### src/rtl/irqc_pkg.sv
package irqc_pkg;
  localparam logic SEL_MASK_SET   = 1'b0;
  localparam logic SEL_STAT_CLEAR = 1'b1;
endpackage

### src/rtl/irqc_mask_reg.sv
module irqc_mask_reg #(
  parameter int N_SRC = 8
) (
  input  logic             clk,
  input  logic             rst,
  input  logic             wr_en,
  input  logic             bus_sel,
  input  logic [N_SRC-1:0] wr_data,
  output logic [N_SRC-1:0] mask_q
);
  import irqc_pkg::*;

  for (genvar i = 0; i < N_SRC; i++) begin : g_bit
    always_ff @(posedge clk) begin
      if (rst) mask_q[i] <= 1'b0;
      else if (wr_en && wr_data[i]) mask_q[i] <= (bus_sel == SEL_MASK_SET);
    end
  end

  assert_reset_R1: assert property (@(posedge clk) rst |=> mask_q == '0);
  assert_set_R2: assert property (@(posedge clk) disable iff (rst)
    (wr_en && bus_sel == SEL_MASK_SET) |=>
      mask_q == ($past(mask_q) | $past(wr_data)));
  assert_clear_R3: assert property (@(posedge clk) disable iff (rst)
    (wr_en && bus_sel == SEL_STAT_CLEAR) |=>
      mask_q == ($past(mask_q) & ~$past(wr_data)));
  assert_zero_R4: assert property (@(posedge clk) disable iff (rst)
    (wr_en && wr_data == '0) |=> $stable(mask_q));
endmodule

### src/rtl/irqc_readback.sv
module irqc_readback #(
  parameter int N_SRC = 8
) (
  input  logic             clk,
  input  logic             rst,
  input  logic             rd_en,
  input  logic             bus_sel,
  input  logic [N_SRC-1:0] mask_q,
  input  logic [N_SRC-1:0] irq_in,
  output logic [N_SRC-1:0] rd_data
);
  import irqc_pkg::*;

  logic [N_SRC-1:0] rd_next;

  always_comb begin
    if (bus_sel == SEL_STAT_CLEAR) rd_next = irq_in & mask_q;
    else                           rd_next = mask_q;
  end

  always_ff @(posedge clk) begin
    if (rst)        rd_data <= '0;
    else if (rd_en) rd_data <= rd_next;
  end

  assert_hold_R9: assert property (@(posedge clk) disable iff (rst)
    !rd_en |=> $stable(rd_data));
  assert_mask_R5: assert property (@(posedge clk) disable iff (rst)
    (rd_en && bus_sel == SEL_MASK_SET) |=> rd_data == $past(mask_q));
  assert_stat_R6: assert property (@(posedge clk) disable iff (rst)
    (rd_en && bus_sel == SEL_STAT_CLEAR) |=>
      (rd_data & ~$past(mask_q)) == '0);
endmodule

### src/rtl/irqc_request.sv
module irqc_request #(
  parameter int N_SRC = 8
) (
  input  logic             clk,
  input  logic             rst,
  input  logic [N_SRC-1:0] mask_q,
  input  logic [N_SRC-1:0] irq_in,
  output logic             irq_out
);
  always_ff @(posedge clk) begin
    if (rst) irq_out <= 1'b0;
    else     irq_out <= |(irq_in & mask_q);
  end

  assert_quiet_R7: assert property (@(posedge clk) disable iff (rst)
    ($past(mask_q) == '0) |-> !irq_out);
  assert_level_R10: assert property (@(posedge clk) disable iff (rst)
    ($past(irq_in) == '0) |-> !irq_out);
endmodule

### src/rtl/irq_mask_ctrl.sv
module irq_mask_ctrl #(
  parameter int N_SRC = 8
) (
  input  logic             clk,
  input  logic             rst,
  input  logic             bus_sel,
  input  logic             wr_en,
  input  logic [N_SRC-1:0] wr_data,
  input  logic             rd_en,
  output logic [N_SRC-1:0] rd_data,
  input  logic [N_SRC-1:0] irq_in,
  output logic             irq_out
);
  logic [N_SRC-1:0] mask_q;

  irqc_mask_reg #(.N_SRC(N_SRC)) u_mask (
    .clk(clk), .rst(rst), .wr_en(wr_en), .bus_sel(bus_sel),
    .wr_data(wr_data), .mask_q(mask_q));

  irqc_readback #(.N_SRC(N_SRC)) u_rd (
    .clk(clk), .rst(rst), .rd_en(rd_en), .bus_sel(bus_sel),
    .mask_q(mask_q), .irq_in(irq_in), .rd_data(rd_data));

  irqc_request #(.N_SRC(N_SRC)) u_req (
    .clk(clk), .rst(rst), .mask_q(mask_q), .irq_in(irq_in),
    .irq_out(irq_out));
endmodule

### config.mk
export PLATFORM = sky130hd
export DESIGN_NAME = irq_mask_ctrl
export DESIGN_NICKNAME = d
export VERILOG_FILES = /design/src/rtl/irqc_pkg.sv /design/src/rtl/irqc_mask_reg.sv /design/src/rtl/irqc_readback.sv /design/src/rtl/irqc_request.sv /design/src/rtl/irq_mask_ctrl.sv
export SDC_FILE = /design/constraint.sdc
export NUM_CORES = 1
export LEC_CHECK = 0
export BUFFER_PORTS_ARGS = -buffer_cell sky130_fd_sc_hd__buf_2
export CORE_MARGIN = 2
export CORE_UTILIZATION = 40
export DETAILED_ROUTE_END_ITERATION = 6
export MAX_ROUTING_LAYER = met4
export PLACE_DENSITY = 0.68
export SETUP_SLACK_MARGIN = 0.2
export SLEW_MARGIN = 15
export SYNTH_ARGS = -nofsm -noshare
export SYNTH_HDL_FRONTEND = slang
export SYNTH_HIERARCHICAL = 1
export SYNTH_SLANG_ARGS = --single-unit
### constraint.sdc
create_clock -name clk -period 2 [get_ports clk]
set_input_delay 0.4 -clock clk [delete_from_list [all_inputs] [get_ports clk]]
set_output_delay 0.4 -clock clk [all_outputs]
set_load 0.05 [all_outputs]
==> results.toml <==
[clock_network]
cts_sinks = 17
clkTransAtPathRegs_ns = 0.10
holdBufCountCts = 0
h-tree-depth = 1
cts_made_buffers = 3
cts-resized-gates = 0
cts_setup_buffers = 0
ctsLongestPathBuffers = 2
clockRootBuffer = "clkbuf_4"
cts_tree = "done"
insertion_delay_ns = 0.28

[critical_path]
required_ns = 1.60
r2r_cells = 2
crit_type = "register to output port"
crit_path_top_delay_cell = "dfxtp_1"
critPathCaptureType = "output port"
cp_num_cells = 1
worstReg2RegStart = "u_mask/mask_q[2]$_SDFFE_PP0P_"
crit_chain = "buf_2"
cpPeakStageDelay_ns = 0.38
critPathBufInv = 1
rrSetupSlack_ns = 1.20
rr_endpoint = "u_mask/mask_q[2]$_SDFFE_PP0P_"
start_kind = "register"
crit_fanout = 2
critical_path_arrival_ns = 0.95
crit_family = "flip-flops"

[timing]
timing.final.crit_share_pct = 67.4
clock.fmax_mhz = 742
hold_slack_ns = 0.315
setup_viol = 0
maxSlewHeadroom_pct = 76.6
tightest_slew_ns = 0.351
finalMaxSlewViolations = 0
setup_tns_ns = 0
hold_viol_final = 0
rsz0062_at_grt = "false"
min_period_ns = 1.35
fin_skew_ns = 0.00601

[drt]
via_per_inst = 5.17
routed_wl_um = 1550
drc_errors = 0
drt_pre_antenna_iters = 4
drtIter0Drc = 12
wire_per_inst_um = 12.1
ant_nets = 0
vias = 662

[pwr]
finalPower_w = 0.000662
ir_drop_mv = 0.415
p_leak_nw = 0.364
power_density_nw_per_um2 = 717

[die]
start_util_pct = 43.4
die_h_um = 48
io-pin-count = 30
core-area_sq_um = 1780
die_area_sq_um = 2300
dieWidth_um = 48
num_rows = 15

[yosys]
synth_xor_area_share_pct = 0
dominantRegCellSynth = "dfxtp_1"
yosys_warnings = 6
synth_edf_count = 0
syn_avg_cell_area_sq_um = 10.2
synth_cell_type_count = 15
synth_common_cells = "17 x dfxtp_1, 12 x a21oi_1, 8 x nand2b_1, 8 x nand3_1, 7 x a311oi_1"
yosys.area_share.simple_pct = 22.0
synth_compound_area_share_pct = 27.1
synth_top_family_by_area = "compound AO/OA/AOI/OAI gates"
synth_adder_area_share_pct = 0
synthCells = 76
synth_area_leaders = "dfxtp_1 44%, a311oi_1 7.9%, a21oi_1 7.8%"
synthesis.nets = 97
yosys.area.top_type_share_pct = 43.9
synth_mux_area_share_pct = 0
yosysTopAreaCell = "dfxtp_1"
netlist_area_sq_um = 774
synth_seq_area_share_pct = 43.9
synthArstFlopShare_pct = 0
ys_ff_latch = 17
synth_most_common_cell = "dfxtp_1"

[grt]
grt_usage_pct = 14.7
grt_max_degree = 18
first_global_vias = 557
antenna_found_initial = 0
grt_overflow = 0
grt_pass1_wl_um = 2260

[final_layout]
fin_area_sq_um = 923
nFillCells = 184
fin_cells = 128
syn_to_final_growth_pct = 19.2
diodes = 0
drive_gt1_share_pct = 43.7
num-nets-final = 125

[run]
cap_violations = 0

[run_status]
status = "finished clean"

[min_path]
hold-path-endpoint = "u_mask/mask_q[7]$_SDFFE_PP0P_"
hp-start = "wr_data[7]"
holdCritPathClass = "primary input to register"
min_path_cells = 2

[placement]
portBuffers = 29
dp.cells = 124
placed_area_sq_um = 897
place_congestion = 0.688
[sequential cells by signal, indices dropped and copies added, names as in the netlist]
signal and count:
u_req/irq_out 1, u_mask/mask_q 8, u_rd/rd_data 8
[where the power goes]
part,internal (W),total [W],switching [W]
combinational,0.0000457,0.000115,0.0000690
clock,0.0000774,0.000178,0.000100
sequential,0.000356,0.000370,0.0000134
[layout by cell type (no fill, tap or decap)]
cell,count
a21oi_1,12
a21oi_2,4
clkbuf_1,1
clkbuf_4,3
nand2b_1,8
a311oi_2,1
nand3_1,8
buf_2,29
dfxtp_1,17
nand2b_2,6
a22oi_1,4
nand2b_4,2
a311oi_1,7
a41oi_1,1
[how the worst max path moves through the flow]
stage	start	to	slack, ns
2_1_floorplan	u_rd/rd_data[3]$_SDFFE_PP0P_	rd_data[3]	0.95
3_3_place_gp	wr_en	u_mask/mask_q[2]$_SDFFE_PP0P_	0.94
3_5_place_dp	wr_en	u_mask/mask_q[2]$_SDFFE_PP0P_	0.85
4_1_cts	u_rd/rd_data[3]$_SDFFE_PP0P_	rd_data[3]	0.64
5_1_grt	u_rd/rd_data[4]$_SDFFE_PP0P_	rd_data[4]	0.59
6_report	u_rd/rd_data[3]$_SDFFE_PP0P_	rd_data[3]	0.65
[final cells by class]
cell class,count,area [sq um],share of cell area (%)
clock buffer,4,26.3,2.85
sequential,17,340,36.9
multi-input combinational,53,380,41.2
timing repair buffer,29,145,15.7
tap,25,31.3,3.39
[metal layers]
metal | track usage [%] | routed length, um | share of wire, %
met5 | - | 0 | 0
met4 | 1.62 | 0 | 0
met3 | 5.66 | 118 | 7.6
met2 | 24.8 | 747 | 48
met1 | 17.0 | 680 | 44
[kinds of logic (layout without fill, tap and decap cells)]
group / Yosys count / after routing
AOI/OAI and AO/OA: 29 / 29
buffers and inverters: 6 / 33
DFF: 17 / 17
and+or+nand+nor: 24 / 24
[stage by stage]
stage / util, % / worst slack, ns
finish: 51.8 / 0.652
global route: 51.8 / 0.595
CTS: 51.8 / 0.643
detailed placement: 50.3 / 0.847
global placement: 50.3 / 0.939
floorplan: - / 0.953
No activity file was read; power rests on OpenSTA's default activity.
